**config.mk**
```make
export PLATFORM = sky130hd
export DESIGN_NAME = ninebit_uart_tx
export DESIGN_NICKNAME = d
export VERILOG_FILES = /design/src/rtl/ntx_pkg.sv /design/src/rtl/ntx_datapath.sv /design/src/rtl/ntx_control.sv /design/src/rtl/ninebit_uart_tx.sv
export SDC_FILE = /design/constraint.sdc
export NUM_CORES = 1
export LEC_CHECK = 0
export CAP_MARGIN = 20
export CORE_MARGIN = 1.5
export CORE_UTILIZATION = 45
export CTS_CLUSTER_SIZE = 14
export DETAILED_ROUTE_END_ITERATION = 16
export DONT_BUFFER_PORTS = 1
export PLACE_DENSITY = 0.58
export SLEW_MARGIN = 20
export SYNTH_ARGS = -nofsm -noshare
export SYNTH_HDL_FRONTEND = slang
export SYNTH_HIERARCHICAL = 1
export SYNTH_SLANG_ARGS = --single-unit
```
**constraint.sdc**
```tcl
create_clock -name clk -period 5 [get_ports clk]
set_input_delay 0.5 -clock clk [delete_from_list [all_inputs] [get_ports clk]]
set_output_delay 0.5 -clock clk [all_outputs]
set_load 0.005 [all_outputs]
```
**src/rtl/ntx_pkg.sv**
```systemverilog
package ntx_pkg;

  typedef enum logic {
    ST_IDLE = 1'b0,
    ST_BUSY = 1'b1
  } txState_t;

  // strobes from control to datapath
  typedef struct packed {
    logic load;   // capture a new frame
    logic shift;  // advance to the next bit
  } txStrobe_t;

endpackage

```
**src/rtl/ntx_datapath.sv**
```systemverilog
module ntx_datapath
  import ntx_pkg::*;
#(
  parameter int DATA_W = 8
) (
  input  logic              clk,
  input  logic              rstN,
  input  txStrobe_t         strobe,
  input  logic [DATA_W-1:0] txData,
  input  logic              txNinth,
  output logic              txLine
);
  localparam int FRAME_BITS = DATA_W + 3;

  logic [FRAME_BITS-1:0] frameReg;

  // frame is sent from bit 0 upward; ones shift in behind, so idle and gap read high
  always_ff @(posedge clk or negedge rstN) begin
    if (!rstN) begin
      frameReg <= '1;
    end else if (strobe.load) begin
      frameReg <= {1'b1, txNinth, txData, 1'b0};
    end else if (strobe.shift) begin
      frameReg <= {1'b1, frameReg[FRAME_BITS-1:1]};
    end
  end

  assign txLine = frameReg[0];

endmodule

```
**src/rtl/ntx_control.sv**
```systemverilog
module ntx_control
  import ntx_pkg::*;
#(
  parameter int FRAME_BITS = 11,
  parameter int OVERSAMPLE = 16
) (
  input  logic      clk,
  input  logic      rstN,
  input  logic      baudTick,
  input  logic      txValid,
  input  logic      txNinth,
  input  logic      gapAddr,
  input  logic      gapAll,
  output txStrobe_t strobe,
  output logic      txReady,
  output logic      txDone
);
  localparam int TICK_W = $clog2(OVERSAMPLE + 1);
  localparam int IDX_W  = $clog2(FRAME_BITS + 1);
  localparam logic [TICK_W-1:0] TICK_LAST = TICK_W'(OVERSAMPLE - 1);

  txState_t          state;
  logic [TICK_W-1:0] tickCnt;
  logic [IDX_W-1:0]  bitIdx;
  logic [IDX_W-1:0]  lastIdx;
  logic              gapOn;
  logic              doneReg;
  logic              bitEnd;

  assign lastIdx = gapOn ? IDX_W'(FRAME_BITS) : IDX_W'(FRAME_BITS - 1);
  assign bitEnd  = (state == ST_BUSY) && baudTick && (tickCnt == TICK_LAST);

  always_ff @(posedge clk or negedge rstN) begin
    if (!rstN) begin
      state   <= ST_IDLE;
      tickCnt <= '0;
      bitIdx  <= '0;
      gapOn   <= 1'b0;
      doneReg <= 1'b0;
    end else begin
      doneReg <= 1'b0;
      case (state)
        ST_IDLE: begin
          if (txValid) begin
            state   <= ST_BUSY;
            tickCnt <= '0;
            bitIdx  <= '0;
            gapOn   <= gapAll | (gapAddr & txNinth);
          end
        end
        ST_BUSY: begin
          if (baudTick) begin
            if (bitEnd) begin
              tickCnt <= '0;
              if (bitIdx == lastIdx) begin
                state   <= ST_IDLE;
                doneReg <= 1'b1;
              end else begin
                bitIdx <= bitIdx + 1'b1;
              end
            end else begin
              tickCnt <= tickCnt + 1'b1;
            end
          end
        end
        default: state <= ST_IDLE;
      endcase
    end
  end

  always_comb begin
    strobe.load  = (state == ST_IDLE) && txValid;
    strobe.shift = bitEnd && (bitIdx != lastIdx);
  end

  assign txReady = (state == ST_IDLE);
  assign txDone  = doneReg;

endmodule

```
**src/rtl/ninebit_uart_tx.sv**
```systemverilog
module ninebit_uart_tx
  import ntx_pkg::*;
#(
  parameter int DATA_W     = 8,
  parameter int OVERSAMPLE = 16
) (
  input  logic              clk,
  input  logic              rstN,
  input  logic              baudTick,
  input  logic              txValid,
  input  logic [DATA_W-1:0] txData,
  input  logic              txNinth,
  input  logic              gapAddr,
  input  logic              gapAll,
  output logic              txReady,
  output logic              txLine,
  output logic              txDone
);
  localparam int FRAME_BITS = DATA_W + 3;

  txStrobe_t strobe;

  ntx_control #(
    .FRAME_BITS(FRAME_BITS),
    .OVERSAMPLE(OVERSAMPLE)
  ) u_control (
    .clk     (clk),
    .rstN    (rstN),
    .baudTick(baudTick),
    .txValid (txValid),
    .txNinth (txNinth),
    .gapAddr (gapAddr),
    .gapAll  (gapAll),
    .strobe  (strobe),
    .txReady (txReady),
    .txDone  (txDone)
  );

  ntx_datapath #(
    .DATA_W(DATA_W)
  ) u_datapath (
    .clk    (clk),
    .rstN   (rstN),
    .strobe (strobe),
    .txData (txData),
    .txNinth(txNinth),
    .txLine (txLine)
  );

endmodule

```
# [After elaboration in Yosys (flattened, before gate mapping)]
# Cells that the tools add are included.
[totals] latch_bits=0 input_bits=15 elab_cells=47 output_inout_bits=3 regBits=23 mem_bits_rw=0 mem_count=0 rom_bits=0
[op_classes] magnitude_cmp=0 n_reduce_logical=8 n_shift=0 n_div=0 bitwise=3 n_mux=21 mul=0 eq_ne=7 addsub=2
[ops] cell="two-way mux 11 bit" count=2
[ops] cell="two-way mux 4 bit" count=4
[ops] cell="two-way mux 5 bit" count=3
[ops] cell="case mux 5 bit (2 select lines)" count=1
[ops] cell="two-way mux 1 bit" count=9
[ops] cell="inequality test 2 bit (second input constant)" count=4
[ops] cell="case mux 4 bit (2 select lines)" count=1
[ops] cell="adder 5 x 1 -> 5 bit (second input constant)" count=1
[ops] cell="equality test 5 x 4 -> 1 bit (second input constant)" count=1
[ops] cell="adder 4 x 1 -> 4 bit (second input constant)" count=1
[ops] cell="equality test 4 bit" count=1
[ops] cell="logical AND 1 bit" count=4
[ops] cell="inequality test 4 bit" count=1
[ops] cell="AND reduction 2 bit" count=2
[ops] cell="AND reduction 4 bit" count=1
[ops] cell="case mux 1 bit (2 select lines)" count=1
[ops] cell="nonzero test 2 bit" count=1
[ops] cell="AND 1 bit" count=1
[ops] cell="inverter 1 bit" count=1
[ops] cell="OR 1 bit" count=1

# [Longest topological paths before layout]
[depth] word_depth=6 ltp_mapped=8 depth_no_buf=7

# [By module]
# The synthesis kept the hierarchy.
[modules_own_cells] module="ntx_control" instances=1 area_each_um2=628.1 cells_per_inst=60 seq_area_each_um2=300.3
[modules_own_cells] module="ntx_datapath" instances=1 area_each_um2=469.2 cells_per_inst=42 seq_area_each_um2=262.8

# [Least setup slack after synthesis]
# No wires, ideal clock.
[synth_path] kind="reg2reg" start="register u_control.tickCnt[0]" end="register u_datapath.frameReg[1]" n_path_buf=1 setup_time_ns=0.080 t_arrival_ns=1.542 path_slack_ns=3.378 t_required_ns=4.920 period_less_slack_ns=1.622 stages_incl_launch_ff=9 cell_sequence="dfrtp_1 ha_1 nand3_4 nor3_4 nand2_4 inv_1 buf_6 mux2i_1 o21ai_1"
[synth_rtl] item="start: declaration" line_no="ntx_control.sv:23" text="logic [TICK_W-1:0] tickCnt;"
[synth_rtl] item="start signal: assignment" line_no="ntx_control.sv:62" text="tickCnt <= tickCnt + 1'b1;"
[synth_rtl] item="end signal: assignment" line_no="ntx_datapath.sv:22" text="frameReg <= {1'b1, txNinth, txData, 1'b0};"
[synth_rtl] item="end signal: assignment" line_no="ntx_datapath.sv:24" text="frameReg <= {1'b1, frameReg[FRAME_BITS-1:1]};"
[synth_rtl] item="end: declaration" line_no="ntx_datapath.sv:15" text="logic [FRAME_BITS-1:0] frameReg;"

==> flow_summary_export.csv <==
group,metric,value,unit
floorplan,chipHeight,52.4,um
synth,synth-edff-count,0,
sta,whs,0.276,ns
critical_path,cp-start-kind,"register",
detailed_routing,vias_per_cell,5.63,
sta,fin_setup_tns,0,ns
placement,hpwl,1290,um
floorplan,core-area,0.00225,mm^2
clocking,clock-sinks,22,
floorplan,io_pins,18,
power,peakVddDrop,226,uV
synth,synth_nets,119,
grt,grt_max_degree,23,
synth,synth_area,0.00110,mm^2
grt,grt_pass1_wl,3110,um
grt,use_met2,22.9,%
clocking,h-tree-depth,1,
sta,hold_viol,0,
sta,fmax,0.504,GHz
grt,grtUsageMet3,2.86,%
grt,grt_pass1_vias,722,
critical_path,cp.arrival,2.22,ns
synth,ys_seq_area_share,51.3,%
min_path,worst_hold_path.endpoint,"u_datapath/frameReg[7]",
synth,synth_top_area_share,27.4,%
synth,synthArstFlopShare,100,%
clocking,numCtsBuffers,3,
critical_path,worstPathRequired,5.23,ns
clocking,cts.clk_slew.worst_paths,0.13,ns
synth,ys_warn_count,6,
grt,antenna_found_initial,0,
floorplan,start_util,48.7,%
layout,drive_above_1_share,20.2,%
clocking,clk_latency,0.30,ns
sta,final.setup.worst_slack,3.02,ns
run_status,status,"finished clean",
power,power_leakage,0.473,nW
critical_path,crit-reg2reg-capture,"u_datapath/frameReg[4]",
critical_path,slowest_stage,"dfrtp_1",
critical_path,cp_max_fo,10,
critical_path,path_cells,"ha_1 -> nand3_4 -> nor3_4 -> nand2_4 -> inv_1 -> mux2i_1 -> o21ai_1",
run,maxCapViolations,0,
detailed_routing,ant_nets,0,
min_path,hold_path.class,"primary input to register",
synth,synth-main-ff-cell,"dfrtp_1",
grt,gr-usage-all-layers,15.3,%
sta,drv_slew,0,
placement,place_ws,3.01,ns
layout,areaGrowthSynthToFinish,5.70,%
sta,fin_crit,1.98,ns
synth,synth_area_per_cell,10.8,um^2
synth,syn_inst,102,
placement,dp_cells,127,
floorplan,die-area,0.00274,mm^2
grt,grt_overflow,0,
critical_path,startpoint,"u_control/tickCnt[0]",
placement,routabilityCongestion,0.809,
layout,diodes,0,
sta,rsz0062_at_grt,"no",
critical_path,regToRegSetupSlack,3.02,ns
sta,finalCritPeriodShare,39.7,%
detailed_routing,first_iter_violations,7,
critical_path,critical_path.max_stage_delay,0.40,ns
critical_path,reg2reg_from,"u_control/tickCnt[0]",
floorplan,rows,17,
sta,slew_headroom,36.7,%
detailed_routing,drt_wl_total,1760,um
synth,synth-seq-cells,22,
clocking,cts_buffer_depth,2,
floorplan,die_w,52.4,um
synth,synth_top_cell_by_area,"dfrtp_1",
sta,finClkSkew,0.00381,ns
critical_path,rr_worst_depth,7,
synth,ys_types,32,
clocking,cts_root_buf,"clkbuf_4",
critical_path,critPathKind,"register to register",
clocking,cts_tree,"done",
power,powerDensity,455,mW/mm^2
placement,io_buffers,0,
critical_path,worstSetupEndpointType,"register",
clocking,postCtsSetupBuffers,0,
grt,grt.met1_usage,21.1,%
grt,grt_busiest_layer,"met2",
sta,worstMarginPinSlew,0.947,ns
synth,ys_top_cells_by_area,"dfrtp_1, dfstp_2, mux2i_1, nand2_1, o21ai_1",
detailed_routing,route.detailed.wl_per_inst,13.4,um
sta,setup_viol,0,
detailed_routing,drcViolationCount,0,
min_path,min_from,"txData[6]",
layout,fin_cells,132,
detailed_routing,vias,743,
detailed_routing,dr.pass1.iters,4,
min_path,hold_path_depth,2,
layout,finalNetCount,122,
[worst max path at each step]
stage,end,slack (ns),cells past startpoint
finish,u_datapath/frameReg[4],3.02,7
global route,u_datapath/frameReg[4],2.82,7
CTS,u_datapath/frameReg[6],3.00,7
detailed placement,u_datapath/frameReg[6],3.01,7
global placement,u_datapath/frameReg[4],3.05,7
floorplan,u_datapath/frameReg[1],3.38,8
[cell families (layout without fill, tap and decap cells)]
logic type	Yosys count	count (layout)	share of synthesized area (%)
flip-flops	22	22	51.3
AO/OA/AOI/OAI	24	24	13.3
AND/OR/NAND/NOR	36	36	19.0
adder cells (fa/ha/maj)	2	2	2.28
multiplexers	10	10	9.12
XOR/XNOR	1	1	0.798
buffers and inverters	7	9	4.10
[critical path: cells and delay by family, from the launching register on]
| family | cells | cell delay, ns |
|---|---|---|
| compound gates | 1 | 0.07 |
| mux | 1 | 0.25 |
| buf+inv | 1 | 0.36 |
| simple gates | 3 | 0.59 |
| flops | 1 | 0.40 |
| fa+ha+maj | 1 | 0.23 |
[timing repair]
action,in CTS,in global routing
hold buffers,1,0
resized for setup,0,0
hold endpoints to repair,22,0
endpoints found under the setup margin,0,0
[cells in the final DEF (no fill, tap or decap), types with 2 or more instances in the layout]
cell	n
ha_1	2
mux2i_1	10
a21oi_1	2
nand4_1	2
nand2_1	14
dfrtp_1	12
nor2_1	7
o21ai_1	8
o21ai_0	6
inv_1	3
clkbuf_4	3
dfstp_2	10
nand3_1	5
[cell usage after synthesis, types with 2 or more instances]
| cell | n |
|---|---|
| a21oi_1 | 2 |
| inv_1 | 3 |
| o21ai_0 | 6 |
| mux2i_1 | 10 |
| nand3_1 | 5 |
| nand2_1 | 14 |
| nand4_1 | 2 |
| dfstp_2 | 10 |
| nor2_1 | 7 |
| dfrtp_1 | 12 |
| o21ai_1 | 8 |
| buf_6 | 2 |
| ha_1 | 2 |
[state kept, by name, indices dropped and copies added (netlist names)]
| signal | cells |
|---|---|
| u_control/bitIdx | 4 |
| u_control/gapOn | 1 |
| u_control/state | 1 |
| u_control/tickCnt | 5 |
| u_control/txDone | 1 |
| u_datapath/frameReg | 10 |
[power breakdown]
group	total, mW	switching, mW	internal, mW
sequential	0.298	0.0410	0.257
clock	0.115	0.0545	0.0610
combinational	0.115	0.0611	0.0539
[through the flow]
stage / area [um^2] / utilization (%) / power (mW)
global route: 1160 / 51.4 / 0.568
global placement: 1100 / 48.9 / 0.413
floorplan: 1100 / - / 0.391
CTS: 1160 / 51.4 / 0.537
finish: 1160 / 51.4 / 0.528
detailed placement: 1100 / 48.9 / 0.415
[per-layer routing]
layer / share of wire (%) / vias to the layer above / routed length, um
met1: 48 / 360 / 840
met5: 0 / - / 0
met3: 4.2 / 2 / 74
met2: 47 / 13 / 832
met4: 0.96 / 0 / 17
li1: - / 368 / -
[area by class of cell]
type,instances,area [um^2]
sequential,22,563
clock buffer,4,47.5
multi-input combinational,73,489
inverter,4,15.0
fill,225,1090
tap,28,35.0
timing repair buffer,1,10.0
Note: power is estimated with default switching activity, not from simulation.
